===== src/rtl/pcm_slot_pkg.sv =====
package pcm_slot_pkg;

    localparam int SLOT_W   = 16;
    localparam int BIT_W    = 4;
    localparam int SAMPLE_W = 13;
    localparam int NARROW_W = 8;
    localparam int GAIN_W   = 3;

    typedef enum logic {
        FILL_PAD  = 1'b0,
        FILL_SIGN = 1'b1
    } fill_e;

    typedef enum logic {
        LEN_8  = 1'b0,
        LEN_13 = 1'b1
    } len_e;

    typedef struct packed {
        fill_e             fill;
        len_e              len;
        logic              lsb_first;
        logic              hiz_en;
        logic              hiz_on_rise;
        logic              mute;
        logic [GAIN_W-1:0] gain;
    } slot_cfg_t;

    // Map a bit index within the slot to a position in the slot word.
    function automatic logic [BIT_W-1:0] wire_pos(input logic [BIT_W-1:0] b,
                                                  input logic lsb_first);
        return lsb_first ? b : (BIT_W'(SLOT_W - 1) - b);
    endfunction

    // Place a sample into a 16-bit slot word according to the fill mode.
    function automatic logic [SLOT_W-1:0] pack_slot(input logic [SAMPLE_W-1:0] s,
                                                    input slot_cfg_t c);
        logic [SLOT_W-1:0] w;
        unique case ({c.fill, c.len})
            {FILL_PAD,  LEN_13}: w = {s, c.gain};
            {FILL_PAD,  LEN_8 }: w = {s[NARROW_W-1:0], {(SLOT_W-NARROW_W){1'b0}}};
            {FILL_SIGN, LEN_13}: w = {{(SLOT_W-SAMPLE_W){s[SAMPLE_W-1]}}, s};
            default:             w = {{(SLOT_W-NARROW_W){s[NARROW_W-1]}}, s[NARROW_W-1:0]};
        endcase
        return w;
    endfunction

    // Strip the fill from a received slot word.
    function automatic logic [SAMPLE_W-1:0] unpack_slot(input logic [SLOT_W-1:0] w,
                                                        input slot_cfg_t c);
        logic [SAMPLE_W-1:0] s;
        unique case ({c.fill, c.len})
            {FILL_PAD,  LEN_13}: s = w[SLOT_W-1:SLOT_W-SAMPLE_W];
            {FILL_PAD,  LEN_8 }: s = {{(SAMPLE_W-NARROW_W){1'b0}}, w[SLOT_W-1:SLOT_W-NARROW_W]};
            {FILL_SIGN, LEN_13}: s = w[SAMPLE_W-1:0];
            default:             s = {{(SAMPLE_W-NARROW_W){1'b0}}, w[NARROW_W-1:0]};
        endcase
        return s;
    endfunction

endpackage


===== src/rtl/pcm_slot_tracker.sv =====
module pcm_slot_tracker
    import pcm_slot_pkg::*;
#(
    parameter int N_SLOTS = 4,
    localparam int IDX_W  = $clog2(N_SLOTS)
) (
    input  logic               clk,
    input  logic               rst,
    input  logic               bclk_rise,
    input  logic [IDX_W-1:0]   slot_idx,
    input  logic [BIT_W-1:0]   bit_idx,
    input  logic [N_SLOTS-1:0] slot_mask,
    output logic               rise_act,
    output logic [BIT_W-1:0]   cur_bit,
    output logic               cur_act,
    output logic               cur_last,
    output logic               next_act
);

    logic [IDX_W-1:0] cur_slot_q;
    logic [IDX_W-1:0] next_slot;

    assign rise_act = slot_mask[slot_idx];

    always_ff @(posedge clk) begin
        if (rst) begin
            cur_slot_q <= '0;
            cur_bit    <= '0;
            cur_act    <= 1'b0;
        end else if (bclk_rise) begin
            cur_slot_q <= slot_idx;
            cur_bit    <= bit_idx;
            cur_act    <= rise_act;
        end
    end

    assign next_slot = (cur_slot_q == IDX_W'(N_SLOTS - 1)) ? '0 : cur_slot_q + 1'b1;
    assign next_act  = slot_mask[next_slot];
    assign cur_last  = (cur_bit == BIT_W'(SLOT_W - 1));

    // The latched activity flag only moves on a rising strobe.
    AST_ACT_ON_RISE: assert property (@(posedge clk) disable iff (rst)
        !$stable(cur_act) |-> $past(bclk_rise)) else $error("cur_act moved");

endmodule


===== src/rtl/pcm_tx_lane.sv =====
module pcm_tx_lane
    import pcm_slot_pkg::*;
(
    input  logic                clk,
    input  logic                rst,
    input  slot_cfg_t           cfg,
    input  logic                bclk_rise,
    input  logic                bclk_fall,
    input  logic [BIT_W-1:0]    bit_idx,
    input  logic                rise_act,
    input  logic                cur_act,
    input  logic                cur_last,
    input  logic                next_act,
    input  logic [SAMPLE_W-1:0] tx_sample,
    input  logic                tx_load,
    output logic                pcm_out,
    output logic                pcm_oe
);

    logic [SAMPLE_W-1:0] hold_q;
    logic [SLOT_W-1:0]   word_q;
    logic [SLOT_W-1:0]   launch_word;
    logic [SLOT_W-1:0]   live_word;
    logic                slot_start;
    logic                tx_bit;
    logic                out_q;
    logic                oe_q;
    logic                release_fall;

    assign launch_word  = pack_slot(hold_q, cfg);
    assign slot_start   = (bit_idx == '0);
    assign live_word    = slot_start ? launch_word : word_q;
    assign tx_bit       = live_word[wire_pos(bit_idx, cfg.lsb_first)];
    assign release_fall = bclk_fall && cur_act && cur_last && !next_act && !cfg.hiz_on_rise;

    always_ff @(posedge clk) begin
        if (rst) begin
            hold_q <= '0;
            word_q <= '0;
            out_q  <= 1'b0;
            oe_q   <= 1'b0;
        end else begin
            if (tx_load) hold_q <= tx_sample;
            if (bclk_rise) begin
                if (rise_act) begin
                    if (slot_start) word_q <= launch_word;
                    out_q <= cfg.mute ? 1'b0 : tx_bit;
                    oe_q  <= 1'b1;
                end else begin
                    out_q <= 1'b0;
                    oe_q  <= 1'b0;
                end
            end else if (release_fall) begin
                oe_q <= 1'b0;
            end
        end
    end

    assign pcm_out = out_q;
    assign pcm_oe  = cfg.hiz_en ? oe_q : 1'b1;

    AST_OUT_ON_RISE: assert property (@(posedge clk) disable iff (rst)
        !$stable(out_q) |-> $past(bclk_rise)) else $error("out moved off rise");
    AST_MUTE_ZERO: assert property (@(posedge clk) disable iff (rst)
        bclk_rise && cfg.mute |=> !out_q) else $error("muted bit not zero");
    AST_IDLE_SLOT_QUIET: assert property (@(posedge clk) disable iff (rst)
        bclk_rise && !rise_act |=> !out_q && !oe_q) else $error("idle slot driven");
    AST_OE_DROP_ON_STROBE: assert property (@(posedge clk) disable iff (rst)
        $fell(oe_q) |-> $past(bclk_fall || bclk_rise)) else $error("oe dropped off strobe");
    AST_RISE_MODE_HOLD: assert property (@(posedge clk) disable iff (rst)
        bclk_fall && cfg.hiz_on_rise |=> $stable(oe_q)) else $error("oe moved at fall");

endmodule


===== src/rtl/pcm_rx_lane.sv =====
module pcm_rx_lane
    import pcm_slot_pkg::*;
(
    input  logic                clk,
    input  logic                rst,
    input  slot_cfg_t           cfg,
    input  logic                bclk_fall,
    input  logic [BIT_W-1:0]    cur_bit,
    input  logic                cur_act,
    input  logic                cur_last,
    input  logic                pcm_in,
    output logic [SAMPLE_W-1:0] rx_sample,
    output logic                rx_valid
);

    logic [SLOT_W-1:0]   word_q;
    logic [SLOT_W-1:0]   word_nxt;
    logic [SAMPLE_W-1:0] sample_q;
    logic                valid_q;
    logic                capture;

    assign capture = bclk_fall && cur_act;

    always_comb begin
        word_nxt = word_q;
        word_nxt[wire_pos(cur_bit, cfg.lsb_first)] = pcm_in;
    end

    always_ff @(posedge clk) begin
        if (rst) begin
            word_q   <= '0;
            sample_q <= '0;
            valid_q  <= 1'b0;
        end else begin
            valid_q <= 1'b0;
            if (capture) begin
                word_q <= word_nxt;
                if (cur_last) begin
                    sample_q <= unpack_slot(word_nxt, cfg);
                    valid_q  <= 1'b1;
                end
            end
        end
    end

    assign rx_sample = sample_q;
    assign rx_valid  = valid_q;

    AST_RX_ONE_CYCLE: assert property (@(posedge clk) disable iff (rst)
        rx_valid |=> !rx_valid) else $error("rx_valid too long");
    AST_RX_AFTER_FALL: assert property (@(posedge clk) disable iff (rst)
        rx_valid |-> $past(bclk_fall)) else $error("rx_valid without fall");
    AST_RX_HELD: assert property (@(posedge clk) disable iff (rst)
        !rx_valid |-> $stable(rx_sample)) else $error("rx_sample moved silently");

endmodule


===== src/rtl/pcm_slot_xcvr.sv =====
module pcm_slot_xcvr
    import pcm_slot_pkg::*;
#(
    parameter int N_SLOTS = 4,
    localparam int IDX_W  = $clog2(N_SLOTS)
) (
    input  logic                clk,
    input  logic                rst,
    input  logic                bclk_rise,
    input  logic                bclk_fall,
    input  logic [IDX_W-1:0]    slot_idx,
    input  logic [BIT_W-1:0]    bit_idx,
    input  logic [N_SLOTS-1:0]  slot_mask,
    input  logic                cfg_sign_fill,
    input  logic                cfg_len13,
    input  logic                cfg_lsb_first,
    input  logic                cfg_hiz_en,
    input  logic                cfg_hiz_on_rise,
    input  logic                cfg_mute,
    input  logic [GAIN_W-1:0]   cfg_gain,
    input  logic [SAMPLE_W-1:0] tx_sample,
    input  logic                tx_load,
    input  logic                pcm_in,
    output logic                pcm_out,
    output logic                pcm_oe,
    output logic [SAMPLE_W-1:0] rx_sample,
    output logic                rx_valid
);

    slot_cfg_t        cfg;
    logic             rise_act;
    logic [BIT_W-1:0] cur_bit;
    logic             cur_act;
    logic             cur_last;
    logic             next_act;

    always_comb begin
        cfg.fill        = cfg_sign_fill ? FILL_SIGN : FILL_PAD;
        cfg.len         = cfg_len13 ? LEN_13 : LEN_8;
        cfg.lsb_first   = cfg_lsb_first;
        cfg.hiz_en      = cfg_hiz_en;
        cfg.hiz_on_rise = cfg_hiz_on_rise;
        cfg.mute        = cfg_mute;
        cfg.gain        = cfg_gain;
    end

    pcm_slot_tracker #(.N_SLOTS(N_SLOTS)) u_track (
        .clk       (clk),
        .rst       (rst),
        .bclk_rise (bclk_rise),
        .slot_idx  (slot_idx),
        .bit_idx   (bit_idx),
        .slot_mask (slot_mask),
        .rise_act  (rise_act),
        .cur_bit   (cur_bit),
        .cur_act   (cur_act),
        .cur_last  (cur_last),
        .next_act  (next_act)
    );

    pcm_tx_lane u_tx (
        .clk       (clk),
        .rst       (rst),
        .cfg       (cfg),
        .bclk_rise (bclk_rise),
        .bclk_fall (bclk_fall),
        .bit_idx   (bit_idx),
        .rise_act  (rise_act),
        .cur_act   (cur_act),
        .cur_last  (cur_last),
        .next_act  (next_act),
        .tx_sample (tx_sample),
        .tx_load   (tx_load),
        .pcm_out   (pcm_out),
        .pcm_oe    (pcm_oe)
    );

    pcm_rx_lane u_rx (
        .clk       (clk),
        .rst       (rst),
        .cfg       (cfg),
        .bclk_fall (bclk_fall),
        .cur_bit   (cur_bit),
        .cur_act   (cur_act),
        .cur_last  (cur_last),
        .pcm_in    (pcm_in),
        .rx_sample (rx_sample),
        .rx_valid  (rx_valid)
    );

    AST_STROBES_APART: assert property (@(posedge clk) disable iff (rst)
        !(bclk_rise && bclk_fall)) else $error("strobes coincide");
    AST_OE_FIXED_WHEN_OFF: assert property (@(posedge clk) disable iff (rst)
        !cfg_hiz_en && $past(!cfg_hiz_en) |-> pcm_oe && $past(pcm_oe)) else $error("oe low");

endmodule


===== config.mk =====
export PLATFORM = sky130hd
export DESIGN_NAME = pcm_slot_xcvr
export DESIGN_NICKNAME = d
export VERILOG_FILES = /design/src/rtl/pcm_slot_pkg.sv /design/src/rtl/pcm_slot_tracker.sv /design/src/rtl/pcm_tx_lane.sv /design/src/rtl/pcm_rx_lane.sv /design/src/rtl/pcm_slot_xcvr.sv
export SDC_FILE = /design/constraint.sdc
export NUM_CORES = 1
export LEC_CHECK = 0
export ABC_AREA = 1
export BUFFER_PORTS_ARGS = -buffer_cell sky130_fd_sc_hd__clkbuf_2
export CAP_MARGIN = 20
export CORE_MARGIN = 2
export CORE_UTILIZATION = 45
export DETAILED_ROUTE_END_ITERATION = 8
export PLACE_DENSITY = 0.67
export RECOVER_POWER = 50
export SYNTH_ARGS = -nofsm -noshare
export SYNTH_HDL_FRONTEND = slang
export SYNTH_SLANG_ARGS = --single-unit

===== constraint.sdc =====
create_clock -name clk -period 1.84 [get_ports clk]
set_input_delay 0.368 -clock clk [delete_from_list [all_inputs] [get_ports clk]]
set_output_delay 0.368 -clock clk [all_outputs]
set_load 0.01 [all_outputs]

==> summary.md, run 1 <==
| Metric | Value |
|---|---|
| Status | `finished, final reports clean` |
| Cell family with most CP delay | `compound AO/OA/AOI/OAI gates` |
| Post-Syn Area | `3890 um^2` |
| Layout cells sized above 1 | `19.0%` |
| Number of synthesized flops with an enable pin | `0` |
| Largest net degree at the start of global routing | `33` |
| Number of buffers created by CTS | `9` |
| Final Max Slew Viols | `0` |
| # diodes | `0` |
| Sequential share of the synthesized area | `35.0%` |
| Slew @ Worst Pin | `0.680 ns` |
| CP cell instances | `xnor2_4 -> nor2_8 -> a21oi_1 -> a31oi_1 -> nand2_1 -> a31oi_1` |
| Crit Path Class | `reg2reg` |
| Max-cap viol count | `0` |
| Detailed-route via count | `3830` |
| Wirelength per Cell | `13.1 um` |
| Detailed Route Iter0 Violations | `248` |
| Clk slew on worst S/H paths | `0.08 ns` |
| Vias in the first global route | `3633` |
| Crit-path most repeated cell | `a31oi_1` |
| Routed Antenna Nets | `0` |
| Fin nets | `664` |
| Die Span X | `97.0 um` |
| Initial antenna violation count | `0` |
| Cts hold-fix bufs | `0` |
| Synth Instances | `557` |
| Syn_nets | `596` |
| Hpwl dp | `7140 um` |
| Drt via density | `5.21` |
| First-pass detailed-route iteration total | `5` |
| Distinct cells, synth | `37` |
| # rows | `33` |
| Initial Util | `46.9%` |
| Buffers on Ports | `53` |
| Fin. Hold Viols | `0` |
| Ys async rst share | `0%` |
| H-tree levels | `3` |
| CTS tree | `built` |
| Top_reg_cell synth | `dfxtp_1` |
| # clock sinks | `68` |
| Slowest cell on crit path | `dfxtp_1` |
| Worst Path Buf+Inv | `0` |
| Reg2Reg Setup Slack | `0.14 ns` |
| Fillers | `842` |
| Worst Path Arrival | `1.98 ns` |
| CP Capture Type | `flop` |
| Worst VDD drop | `0.456 mV` |
| RSZ-0062 raised after global routing | `no` |
| Worst path required time | `2.12 ns` |
| WL final | `9650 um` |
| Grt total ovfl | `0` |
| Slew headroom | `54.7%` |
| End-of-flow core utilization | `55.3%` |
| Non-Filler Instances | `735` |
| Clock root buffer | `clkbuf_8` |
| Startpoint types | `flop` |
| Yosys reg bits | `68` |
| DRC Markers | `0` |
| Power Dens Cells | `790 nW/um^2` |
| Final Critical Period | `1.70 ns` |
| CP max FO | `8` |
| Syn-to-layout area delta | `18.1%` |
| GRT Resource Usage Total | `21.3%` |
| Die height | `97.0 um` |
| Core area | `8300 um^2` |
| Final setup viols | `0` |
| Post-CTS Setup Bufs | `0` |
| First-pass GRT wire length | `16600 um` |
| Max Buffers Root-to-Sink | `2` |
| RD Place Congestion | `0.917` |
| Final worst-path cycle share | `92.7%` |
| Yosys warnings | `0` |
| Clock latency on the worst-skew pair | `0.35 ns` |
| Pwr Total | `3.63 mW` |
| Pleak | `2.09 nW` |
| Resize count post-CTS | `0` |
| CP max stage delay | `0.52 ns` |
| IO Count | `54` |
| Dpl cells | `719` |
| Hold crit path type | `in2reg` |
| Die ar. | `9400 um^2` |
| Syn_area_per_cell | `6.98 um^2` |
| Final setup skew | `0.00978 ns` |
| Achievable Freq | `587 MHz` |
==> worst min-delay path, delay by kind of cell <==
family | cells | cell delay [ns]
buffers and inverters | 1 | 0.07
and+or+nand+nor | 2 | 0.11
==> final timing paths <==
path | start | endpoint | cells past startpoint
max | u_track.cur_bit[1]$_SDFFE_PP0P_ | u_rx.rx_sample[5]$_SDFFE_PP0P_ | 6
min | tx_sample[10] | u_tx.hold_q[10]$_SDFFE_PP0P_ | 3
max reg2reg | u_track.cur_bit[1]$_SDFFE_PP0P_ | u_rx.rx_sample[5]$_SDFFE_PP0P_ | 6
min reg2reg | u_tx.word_q[1]$_SDFFE_PP0P_ | u_tx.word_q[1]$_SDFFE_PP0P_ | 2
==> cell usage after synthesis, types with 5 or more instances <==
cell | number | area [um^2]
a211oi_1 | 8 | 60.1
a21oi_1 | 40 | 200
a21oi_2 | 5 | 43.8
a31oi_1 | 18 | 113
a31oi_2 | 9 | 113
clkbuf_1 | 17 | 63.8
dfxtp_1 | 68 | 1360
inv_1 | 70 | 263
nand2_1 | 110 | 413
nand3_1 | 47 | 235
nor2_1 | 48 | 180
nor2_4 | 5 | 56.3
o211ai_1 | 6 | 45.0
o21ai_0 | 59 | 295
o21ai_1 | 5 | 25.0
==> cell type report <==
| cell class | count | area (um^2) | share of cell area [%] |
|---|---|---|---|
| Tap cell | 105 | 131 | 2.86 |
| Multi-Input combinational cell | 387 | 2120 | 46.2 |
| Sequential cell | 68 | 1360 | 29.6 |
| Inverter | 76 | 285 | 6.21 |
| Timing Repair Buffer | 83 | 483 | 10.5 |
| Clock inverter | 5 | 60.1 | 1.31 |
| Clock buffer | 11 | 151 | 3.30 |
==> metrics by stage <==
step	setup TNS (ns)	worst slack [ns]	hold WS, ns	instance area, um^2
after global placement	-0.185	-0.0456	0.449	4410
after global routing	0	0.000501	0.242	4590
after floorplan	0	0.250	0.434	3890
after detailed placement	-0.435	-0.0851	0.451	4410
after CTS	0	0.120	0.226	4620
final	0	0.135	0.243	4590
==> cell usage in the layout, fill, tap and decap left out, drive strengths merged <==
cell      count
o21ai        65
a211oi        9
ha            1
a31oi        27
bufinv        1
clkbuf       67
xor2          7
o211ai        7
clkinvlp      1
buf          27
nor2         57
xnor2         5
o22ai         1
dfxtp        68
nand4         1
inv          74
clkinv        5
nand3        48
nand2       112
or2           1
a21oi        45
nor3          1
==> per-layer routing <==
layer	part of all wire (%)	up-vias	global-route usage [%]	wire, um
met4	2.2	0	8.34	208
met5	0	-	0	0
li1	-	1969	-	-
met3	4.7	21	3.76	450
met1	43	1721	26.5	4190
met2	50	119	36.5	4800
==> report_power, final <==
part           leakage, nW  switching (mW)  internal [mW]
combinational         1.42           0.443          0.280
clock                0.106           0.603          0.702
sequential           0.557          0.0525           1.55
total                 2.09            1.10           2.53
==> cells by family after synthesis <==
| logic type | synth area share (%) |
|---|---|
| buffers and inverters | 10.6 |
| XOR/XNOR | 4.92 |
| AND/OR/NAND/NOR | 25.1 |
| AO/OA/AOI/OAI | 24.0 |
| flip-flops | 35.0 |
| adder cells (fa/ha/maj) | 0.322 |
==> state kept, by name, indices dropped and copies added (netlist names) <==
signal,cells
u_tx.pcm_out,1
u_tx.word_q,16
u_rx.rx_valid,1
u_track.cur_act,1
u_track.cur_slot_q,2
u_rx.rx_sample,13
u_rx.word_q,16
u_tx.hold_q,13
u_track.cur_bit,4
u_tx.oe_q,1
Note: power is estimated with default switching activity, not from simulation.
==> inputs of run 2 (changes only) <==
ABC_AREA = not set   (was 1)
CORE_UTILIZATION = 57   (was 45)
PLACE_DENSITY = 0.82   (was 0.67)
clock period = 1.7 ns   (was 1.84 ns; I/O delays follow)
==> summary.md, run 2 <==
| Metric | Value |
|---|---|
| Status | `finished, violations left (was finished, final reports clean)` |
| Failing checks | `negative setup slack` |
| Max-cap viol count | `0 (unchanged)` |
| Fin. Hold Viols | `0 (unchanged)` |
| Layout cells sized above 1 | `33.6% (was 19.0%)` |
| Hpwl dp | `6860 um (was 7140 um)` |
| Wirelength per Cell | `18.1 um (was 13.1 um)` |
| Detailed Route Iter0 Violations | `312 (was 248)` |
| Grt total ovfl | `0 (unchanged)` |
| # diodes | `0 (unchanged)` |
| RD Place Congestion | `0.913 (was 0.917)` |
| Core area | `6240 um^2 (was 8300 um^2)` |
| Routed Antenna Nets | `0 (unchanged)` |
| DRC Markers | `0 (unchanged)` |
| GRT Resource Usage Total | `29.5% (was 21.3%)` |
| Syn_area_per_cell | `8.89 um^2 (was 6.98 um^2)` |
| Initial Util | `58.0% (was 46.9%)` |
| Final setup skew | `0.00803 ns (was 0.00978 ns)` |
| Initial antenna violation count | `0 (unchanged)` |
| Worst path required time | `2.00 ns (was 2.12 ns)` |
| Buffers on Ports | `53 (unchanged)` |
| Syn_nets | `446 (was 596)` |
| Final setup viols | `3 (was 0)` |
| Die height | `83.7 um (was 97.0 um)` |
| # rows | `29 (was 33)` |
| Clk slew on worst S/H paths | `0.08 ns (about the same)` |
| Final Critical Period | `1.73 ns` |
| WL final | `10700 um (was 9650 um)` |
| Top-area cell type share of the netlist area | `37.6% (was 35.0%)` |
| Startpoint types | `primary input (was flop)` |
| Post-route setup slack | `-0.0289 ns (was 0.135 ns)` |
| Syn-to-layout area delta | `33.9% (was 18.1%)` |
| Synth top cells by count | `dfxtp_1 (68), mux2i_1 (67), nor2_1 (66), nand2_1 (26), a211oi_1 (24) (was nand2_1 (110), inv_1 (70), dfxtp_1 (68), o21ai_0 (59), nor2_1 (48))` |
| Crit Path Class | `in2reg (was reg2reg)` |
| Fin nets | `546 (was 664)` |
| Synth Instances | `407 (was 557)` |
| Die Span X | `83.7 um (was 97.0 um)` |
| Sequential share of the synthesized area | `37.6% (was 35.0%)` |
| Pleak | `2.06 nW (was 2.09 nW)` |
| Slew headroom | `38.5% (was 54.7%)` |
| Vias in the first global route | `3388 (was 3633)` |
| Cell with the most instances after synthesis | `dfxtp_1 (was nand2_1)` |
| Leading area contributor after synthesis | `dfxtp_1 (unchanged)` |
| Final Max Slew Viols | `0 (unchanged)` |
| Yosys warnings | `0 (unchanged)` |
| H-tree levels | `3 (unchanged)` |
| First-pass detailed-route iteration total | `4 (was 5)` |
| Clock root buffer | `clkbuf_8 (unchanged)` |
| Number of buffers created by CTS | `9 (unchanged)` |
| CP Capture Type | `flop (unchanged)` |
| Power Dens Cells | `778 nW/um^2 (was 790 nW/um^2)` |
| Top_reg_cell synth | `dfxtp_1 (unchanged)` |
| Most frequent cells in the layout | `nor2_1 (65), buf_4 (65), dfxtp_1 (62), mux2i_1 (56), clkbuf_2 (32) (was nand2_1 (111), inv_1 (70), dfxtp_1 (68), o21ai_0 (59), nor2_1 (48))` |
| IO Count | `54 (unchanged)` |
| Drt via density | `6.16 (was 5.21)` |
| Final worst-path cycle share | `102%` |
| RSZ-0062 raised after global routing | `yes (was no)` |
| Distinct cells, synth | `49 (was 37)` |
| Slew @ Worst Pin | `0.923 ns (was 0.680 ns)` |
| Post-Syn Area | `3620 um^2 (was 3890 um^2)` |
| CTS tree | `built (unchanged)` |
| Worst VDD drop | `0.701 mV (was 0.456 mV)` |
| Die ar. | `7000 um^2 (was 9400 um^2)` |
| Clock latency on the worst-skew pair | `0.35 ns (about the same)` |
| Number of synthesized flops with an enable pin | `0 (unchanged)` |
| Top cells by area, synth | `dfxtp_1 (38%), mux2i_1 (19%), nor2_1 (6.8%), a211oi_1 (5.0%), mux4_2 (3.1%) (was dfxtp_1 (35%), nand2_1 (11%), o21ai_0 (7.6%), inv_1 (6.8%), nand3_1 (6.0%))` |
| Biggest regs | `u_rx.word_q: 16 flops, u_tx.word_q: 16 flops (unchanged)` |
| CP max FO | `6 (was 8)` |
| First-pass GRT wire length | `16700 um (was 16600 um)` |
| Largest net degree at the start of global routing | `33 (unchanged)` |
| WHS | `0.226 ns (was 0.243 ns)` |
| Setup slack at placement | `-0.366 ns (was -0.0851 ns)` |
| Worst Path Arrival | `2.03 ns (was 1.98 ns)` |
| Pwr Total | `3.77 mW (was 3.63 mW)` |
| Achievable Freq | `578 MHz` |
| End-of-flow core utilization | `77.6% (was 55.3%)` |
| Max Buffers Root-to-Sink | `2 (unchanged)` |
| # clock sinks | `68 (unchanged)` |
| Yosys reg bits | `68 (unchanged)` |
| Ys async rst share | `0% (unchanged)` |
| Hold crit path type | `in2reg (unchanged)` |
| Fillers | `419 (was 842)` |
| Detailed-route via count | `3626 (was 3830)` |
[run 2: critical path, stage by stage]
cell	delay, ns
buf_6	0.11
or4_4	0.57
nand2b_1	0.09
a21oi_1	0.06
or4_4	0.41
a311oi_2	0.27
o32a_2	0.18
[run 2: cells by family (layout without fill, tap and decap cells)]
logic type	Yosys count	count (layout)	synth area share (%)
buffers and inverters	35	140	3.98
DFF	68	68	37.6
xor gates and xnor gates	2	2	0.484
AOI/OAI and AO/OA	85	85	16.2
adders and majority gates	1	1	0.346
and+or+nand+nor	143	143	19.4
muxes	73	73	22.0
[run 2: worst paths after layout]
path,from,to,slack (ns),cells after the start
setup / recovery,bit_idx[0],u_tx.pcm_out$_SDFFE_PP0P_,-0.03,7
setup reg to reg,u_track.cur_bit[0]$_SDFFE_PP0P_,u_rx.rx_sample[1]$_SDFFE_PP0P_,-0.01,7
hold reg to reg,u_rx.rx_sample[12]$_SDFFE_PP0P_,u_rx.rx_sample[12]$_SDFFE_PP0P_,0.49,1
hold / removal,tx_sample[10],u_tx.hold_q[10]$_SDFFE_PP0P_,0.23,3
[run 2: metrics by stage]
stage               cell area (um^2)  instances    TNS, ns
floorplan                       3670        407      -1.69
finish                          4840        589    -0.0410
global placement                4400        571      -6.64
global route                    4840        589     -0.417
detailed placement              4400        571      -8.31
CTS                             4700        587  -0.000552
[run 2: cell type report]
class	count	area (um^2)	area share (%)
inverter	1	3.75	0.0775
sequential	68	1370	28.4
multi-input combinational	304	2360	48.8
timing repair buffer	123	803	16.6
tap	77	96.3	1.99
clock inverter	5	50.0	1.03
clock buffer	11	151	3.13
[run 2: metal layers]
metal	global-route usage, %	wire, um	vias to the layer above
met2	45.6	5070	163
met1	41.7	4610	1751
met3	5.14	688	30
met4	10.7	301	0
met5	0	0	-
li1	-	-	1682
[run 2: repair_timing]
| item | 4_1_cts | 5_1_grt |
|---|---|---|
| setup buffers | 0 | 2 |
| hold buffers | 0 | 0 |
| pin swaps | 2 | 7 |
| setup endpoints to repair | 14 | 18 |
| gates resized for setup | 22 | 53 |
[run 2: power breakdown]
| group | internal (mW) | leakage (nW) | switching, mW | total [mW] |
|---|---|---|---|---|
| Sequential | 1.65 | 0.556 | 0.0485 | 1.69 |
| Combinational | 0.340 | 1.40 | 0.358 | 0.698 |
| Clock | 0.747 | 0.109 | 0.628 | 1.37 |
| Total | 2.73 | 2.06 | 1.03 | 3.77 |
